<file path="src/rtl/lockwd_pkg.sv">
package lockwd_pkg;

  // Decoded control register write
  typedef struct packed {
    logic wr;     // write strobe
    logic arm;    // arm bit value
    logic svc;    // service request
  } lockwd_cmd_t;

endpackage

</file>
<file path="src/rtl/lockwd_decode.sv">
module lockwd_decode
  import lockwd_pkg::*;
#(
  parameter int DATA_W  = 8,
  parameter int ARM_BIT = 1,
  parameter int SVC_BIT = 0
) (
  input  logic              wr_en,
  input  logic [DATA_W-1:0] wr_data,
  output lockwd_cmd_t       cmd
);

  logic unused_data;
  assign unused_data = ^wr_data;

  always_comb begin
    cmd.wr  = wr_en;
    cmd.arm = wr_en & wr_data[ARM_BIT];
    cmd.svc = wr_en & wr_data[SVC_BIT];
  end

  initial begin
    arm_svc_distinct_chk: assert (ARM_BIT != SVC_BIT);
  end

endmodule

</file>
<file path="src/rtl/lockwd_ctrl.sv">
module lockwd_ctrl
  import lockwd_pkg::*;
(
  input  logic        clk,
  input  logic        rst,
  input  lockwd_cmd_t cmd,
  input  logic        expire,
  output logic        armed
);

  logic arm_q;
  logic lock_q;

  always_ff @(posedge clk) begin
    if (rst || expire) begin
      arm_q  <= 1'b0;
      lock_q <= 1'b0;
    end else if (cmd.wr) begin
      lock_q <= 1'b1;
      if (!lock_q) arm_q <= cmd.arm;
    end
  end

  assign armed = arm_q;


  locked_hold_chk: assert property (@(posedge clk) disable iff (rst)
    (lock_q && !expire) |=> (arm_q == $past(arm_q)));


  arm_rise_chk: assert property (@(posedge clk) disable iff (rst)
    $rose(arm_q) |-> $past(cmd.wr && !lock_q));


  expire_release_chk: assert property (@(posedge clk) disable iff (rst)
    expire |=> (!arm_q && !lock_q));

endmodule

</file>
<file path="src/rtl/lockwd_div.sv">
module lockwd_div #(
  parameter int DIV_W = 2
) (
  input  logic clk,
  input  logic rst,
  input  logic armed,
  input  logic svc,
  input  logic tick,
  output logic expire
);

  localparam logic [DIV_W-1:0] DIV_MAX = {DIV_W{1'b1}};

  logic [DIV_W-1:0] cnt_q;

  // Service takes priority over a tick in the same cycle
  assign expire = armed && tick && !svc && (cnt_q == DIV_MAX);

  always_ff @(posedge clk) begin
    if (rst || !armed || svc) cnt_q <= '0;
    else if (tick)            cnt_q <= cnt_q + 1'b1;
  end


  idle_zero_chk: assert property (@(posedge clk) disable iff (rst)
    !armed |=> (cnt_q == '0));


  svc_zero_chk: assert property (@(posedge clk) disable iff (rst)
    svc |=> (cnt_q == '0));


  step_chk: assert property (@(posedge clk) disable iff (rst)
    (armed && tick && !svc && cnt_q != DIV_MAX) |=> (cnt_q == $past(cnt_q) + 1'b1));

endmodule

</file>
<file path="src/rtl/lockwd_pulse.sv">
module lockwd_pulse (
  input  logic clk,
  input  logic rst,
  input  logic expire,
  output logic req
);

  logic req_q;

  always_ff @(posedge clk) begin
    if (rst) req_q <= 1'b0;
    else     req_q <= expire;
  end

  assign req = req_q;

endmodule

</file>
<file path="src/rtl/lockwd_timer.sv">
module lockwd_timer
  import lockwd_pkg::*;
#(
  parameter int DATA_W  = 8,
  parameter int DIV_W   = 2,
  parameter int ARM_BIT = 1,
  parameter int SVC_BIT = 0
) (
  input  logic              clk,
  input  logic              rst,
  input  logic              wr_en,
  input  logic [DATA_W-1:0] wr_data,
  input  logic              tick,
  output logic [DATA_W-1:0] rd_data,
  output logic              rst_req
);

  lockwd_cmd_t cmd;
  logic        armed;
  logic        expire;

  lockwd_decode #(
    .DATA_W (DATA_W),
    .ARM_BIT(ARM_BIT),
    .SVC_BIT(SVC_BIT)
  ) u_decode (
    .wr_en  (wr_en),
    .wr_data(wr_data),
    .cmd    (cmd)
  );

  lockwd_ctrl u_ctrl (
    .clk   (clk),
    .rst   (rst),
    .cmd   (cmd),
    .expire(expire),
    .armed (armed)
  );

  lockwd_div #(.DIV_W(DIV_W)) u_div (
    .clk   (clk),
    .rst   (rst),
    .armed (armed),
    .svc   (cmd.svc),
    .tick  (tick),
    .expire(expire)
  );

  lockwd_pulse u_pulse (
    .clk   (clk),
    .rst   (rst),
    .expire(expire),
    .req   (rst_req)
  );

  // Read view: arm state only; the service bit is never stored
  always_comb begin
    rd_data          = '0;
    rd_data[ARM_BIT] = armed;
  end


  pulse_single_chk: assert property (@(posedge clk) disable iff (rst)
    rst_req |=> !rst_req);


  req_disarm_chk: assert property (@(posedge clk) disable iff (rst)
    rst_req |-> (rd_data[ARM_BIT] == 1'b0));


  svc_reads_zero_chk: assert property (@(posedge clk) disable iff (rst)
    rd_data[SVC_BIT] == 1'b0);


  reset_clear_chk: assert property (@(posedge clk)
    rst |=> (rd_data == '0 && !rst_req));

endmodule

</file>
<file path="config.mk">
export PLATFORM = sky130hd
export DESIGN_NAME = lockwd_timer
export DESIGN_NICKNAME = d
export VERILOG_FILES = /design/src/rtl/lockwd_pkg.sv /design/src/rtl/lockwd_decode.sv /design/src/rtl/lockwd_ctrl.sv /design/src/rtl/lockwd_div.sv /design/src/rtl/lockwd_pulse.sv /design/src/rtl/lockwd_timer.sv
export SDC_FILE = /design/constraint.sdc
export NUM_CORES = 1
export LEC_CHECK = 0
export CORE_AREA = 2 2 39 41
export DETAILED_ROUTE_END_ITERATION = 10
export DIE_AREA = 0 0 41 43
export SYNTH_ARGS = -nofsm -noshare
export SYNTH_HDL_FRONTEND = slang
export SYNTH_SLANG_ARGS = --single-unit
export TNS_END_PERCENT = 10
</file>
<file path="constraint.sdc">
create_clock -name clk -period 1.5 [get_ports clk]
set_input_delay 0.3 -clock clk [delete_from_list [all_inputs] [get_ports clk]]
set_output_delay 0.3 -clock clk [all_outputs]
set_load 0.05 [all_outputs]
</file>
; ---- After elaboration in Yosys (flattened, before gate mapping)
; Cells that the tools add are included.
[word_totals]
regBits = 5
latchBits = 0
mem_bits_rw = 0
rom_bits = 0
inputBits = 12
output_inout_bits = 9
memories = 0
[classes]
n_addsub = 1
mul = 0
div_mod_pow = 0
magnitude_cmp = 0
eq_ne = 1
shift = 0
muxes = 0
bitwise = 3
n_reduce_logical = 9
[ops]
columns = op, count
row1 = $logic_and A1 B1 Y1, 3
row2 = $logic_or A1 B1 Y1, 3
row3 = $add A2 B1 Y2 const B, 1
row4 = $and A1 B1 Y1, 2
row5 = $eq A2 B2 Y1 const B, 1
row6 = $logic_not A1 Y1, 2
row7 = $reduce_and A2 Y1, 1
row8 = $not A1 Y1, 1

; ---- Longest topological paths before layout
[depth]
depth_word = 5
mapped_depth = 3
ltp_nobuf = 3

; ---- Modules after synthesis
; From an unflattened synthesis, not the netlist that was laid out.
[unflattened]
cells_unflattened = 30
area_unflattened_um2 = 299.0
[by_module_without_submodules]
columns = mod, n_inst, cells_each, area_each_um2, seq_area_each_um2
row1 = lockwd_div, 1, 9, 98.8, 40.0
row2 = lockwd_ctrl, 1, 7, 82.6, 40.0
row3 = lockwd_timer, 1, 9, 63.8, 0.0
row4 = lockwd_pulse, 1, 2, 33.8, 20.0
row5 = lockwd_decode, 1, 3, 20.0, 0.0

; ---- Worst setup path after synthesis
; OpenSTA, ideal clock, no wires.
[synth_timing]
path_type = reg-to-output
startpoint = reg u_pulse.req_q (netlist: u_pulse.req)
endpoint = out rst_req
arrival_time_ns = 0.587
required_ns = 1.200
path_slack_ns = 0.613
stages_incl_launch_ff = 1
n_path_buf = 0
cell_sequence = dfxtp_1
[synth_rtl]
columns = item, line
row1 = from (decl), lockwd_pulse.sv:8  ; logic req_q;
row2 = from (signal assigned), lockwd_pulse.sv:12  ; else req_q <= expire;
row3 = to (decl), lockwd_timer.sv:15  ; output logic rst_req
; No word-level cell between the ends.

; ---- Final worst setup path
[layout_timing]
startpoint = in wr_en
endpoint = reg u_div.cnt_q[1]
[layout_via]
elab_chain_len = 2
[layout_rtl]
columns = item, line
row1 = from (decl), lockwd_timer.sv:11  ; input logic wr_en,
row2 = $and A1 B1 Y1, lockwd_decode.sv:19  ; cmd.svc = wr_en & wr_data[SVC_BIT];
row3 = $logic_or A1 B1 Y1, lockwd_div.sv:20  ; if (rst || !armed || svc) cnt_q <= '0;
row4 = to (signal assigned), lockwd_div.sv:21  ; else if (tick) cnt_q <= cnt_q + 1'b1;
row5 = to (decl), lockwd_div.sv:14  ; logic [DIV_W-1:0] cnt_q;
; No other way between the ends.
; A chain may end at the register's enable or synchronous reset.

==> impl_metrics.json <==
{
  "multiInputGateArea_sq_um": 131,
  "r2r-start": "u_ctrl.armed$_SDFFE_PP0P_",
  "critPathArrivalTime_ps": 1340,
  "htreeDepth": 1,
  "cts-buffers-inserted": 3,
  "antenna-diode-count": 0,
  "worst-r2r-cell-count": 3,
  "start_kind": "primary input",
  "die_area_sq_um": 1760,
  "r2r_slack_ps": 420,
  "fillers": 160,
  "setup_viol": 0,
  "grt_use_total": 0.0503,
  "cts_tree": "done",
  "cts_hold_buffers": 0,
  "hold_viol_final": 0,
  "synth_cell_type_count": 12,
  "dr.pass1.iters": 4,
  "min_path_cells": 2,
  "post_cts.repair.setup_buffers": 0,
  "placementRows": 14,
  "holdCritPathClass": "flip-flop to flip-flop",
  "start_util": 0.194,
  "cts_root_buf": "clkbuf_4",
  "drive_above_1_share": 0.162,
  "postSynthCellCount": 28,
  "status": "finished clean",
  "via_per_inst": 3.42,
  "core_sq_um": 1380,
  "final_antenna_net_count": 0,
  "fmax_mhz": 854,
  "grt_pass1_vias": 147,
  "clkLatencyLatePin_ps": 240,
  "rr_endpoint": "u_div.cnt_q[1]$_SDFFE_PP0P_",
  "cts_max_path_buffers": 2,
  "tns_ps": 0,
  "yosys_warnings": 0,
  "rsz0062_at_grt": "false",
  "wl_per_cell_um": 6.94,
  "seqCellArea_sq_um": 100,
  "io_pins": 21,
  "ys_ff_latch": 5,
  "io_buffers": 7,
  "p_per_area_nw_per_um2": 1020,
  "first_iter_violations": 3,
  "die_h_um": 43,
  "place_hpwl_um": 305,
  "die_w_um": 41,
  "worstHoldEndpoint": "u_div.cnt_q[1]$_SDFFE_PP0P_",
  "leakage_uw": 0.000154,
  "grt_pass1_wl_um": 524,
  "synth_seq_area_share": 0.372,
  "ir_drop_v": 0.000519,
  "clk_pin_slew_ps": 40,
  "total_power_uw": 373,
  "grt_antenna_before_repair": 0,
  "fin_crit_sh": 0.780,
  "fin_nets": 51,
  "cts_sinks": 5,
  "vias": 181,
  "syn_area_sq_um": 269,
  "crit_required_ps": 1670,
  "gp_congestion": 0.669,
  "slew_violations": 0,
  "end_kind": "flip-flop",
  "drc": 0,
  "gr-total-overflow": 0,
  "crit_fanout": 3,
  "period_minus_slack_ps": 1170,
  "area_growth_pct": 36.7,
  "avgSynthCellArea_sq_um": 9.61,
  "min_from": "u_div.cnt_q[1]$_SDFFE_PP0P_",
  "cap_violations": 0,
  "worstSetupPathType": "primary input to flip-flop",
  "finalClockSkew_ps": 5.55,
  "postCtsResizedCells": 0,
  "drt-total-wl_um": 368,
  "grt_max_degree": 6
}
-- area by class of cell --
class / instances / share of cell area
Clock buffer: 4 / 0.0714
Multi-Input combinational cell: 21 / 0.357
Sequential cell: 5 / 0.272
Tap cell: 16 / 0.0544
Timing Repair Buffer: 7 / 0.245
-- state kept, by name, summed over array words and instances, names as in the netlist --
register	flops
u_pulse.req	1
u_ctrl.lock_q	1
u_ctrl.armed	1
u_div.cnt_q	2
-- cell usage in the layout, fill, tap and decap left out --
cell	count
nor2_1	4
clkdlybuf4s50_1	5
buf_12	2
a21boi_0	1
nand2_1	1
clkbuf_4	3
dfxtp_1	5
clkbuf_1	1
a311oi_1	2
ha_1	1
xnor2_1	1
mux2i_1	2
conb_1	7
nor2b_4	1
nand2b_1	1
-- worst max path at each step --
stage	startpoint	to	slack [ps]	cells past startpoint
3_5_place_dp	wr_en	u_div.cnt_q[1]$_SDFFE_PP0P_	90	4
6_report	wr_en	u_div.cnt_q[1]$_SDFFE_PP0P_	330	4
3_3_place_gp	wr_en	u_div.cnt_q[1]$_SDFFE_PP0P_	110	4
4_1_cts	wr_en	u_div.cnt_q[1]$_SDFFE_PP0P_	330	4
5_1_grt	wr_en	u_div.cnt_q[1]$_SDFFE_PP0P_	210	4
2_1_floorplan	u_pulse.req$_SDFF_PP0_	rst_req	610	0
-- per-layer routing --
layer	global-route usage	vias up	wire, um
met5	0	-	0
met1	0.0485	74	163
met2	0.0625	10	153
met4	0.0200	0	0
li1	-	97	-
met3	0.0628	0	51
-- report_power, final --
group          internal, uW  total [uW]  switching, uW
Combinational          26.2        80.0           53.8
Sequential              138         142           3.96
Clock                   100         152           51.6
-- stage by stage --
step | instances | worst slack, ps | hold slack (ps) | util | area (sq um)
after floorplan | 34 | 613 | 372 | - | 292
after global placement | 49 | 111 | 487 | 0.247 | 342
after detailed placement | 49 | 86.3 | 505 | 0.247 | 342
after CTS | 53 | 330 | 515 | 0.266 | 368
after global routing | 53 | 212 | 560 | 0.266 | 368
final | 53 | 330 | 507 | 0.266 | 368
-- worst max-delay path, stage by stage --
cell             delay (ps)
clkdlybuf4s50_1         440
a21boi_0                320
nand2b_1                150
nor2_1                  120
-- cells by family (layout without fill, tap and decap cells) --
group | after synthesis | after routing | share of synthesized area
AO/OA/AOI/OAI | 3 | 3 | 0.0930
XOR/XNOR | 1 | 1 | 0.0326
adder cells (fa/ha/maj) | 1 | 1 | 0.0465
buffers and inverters | 8 | 11 | 0.223
flip-flops | 5 | 5 | 0.372
multiplexers | 2 | 2 | 0.0744
other | 1 | 7 | 0.0139
AND/OR/NAND/NOR | 7 | 7 | 0.144
-- Yosys cell counts --
library cell,number,area share
a21boi_0,1,0.028
a311oi_1,2,0.065
buf_4,8,0.22
conb_1,1,0.014
dfxtp_1,5,0.37
ha_1,1,0.047
mux2i_1,2,0.074
nand2_1,1,0.014
nand2b_1,1,0.023
nor2_1,4,0.056
nor2b_4,1,0.051
xnor2_1,1,0.033
Note: power is estimated with default switching activity, not from simulation.
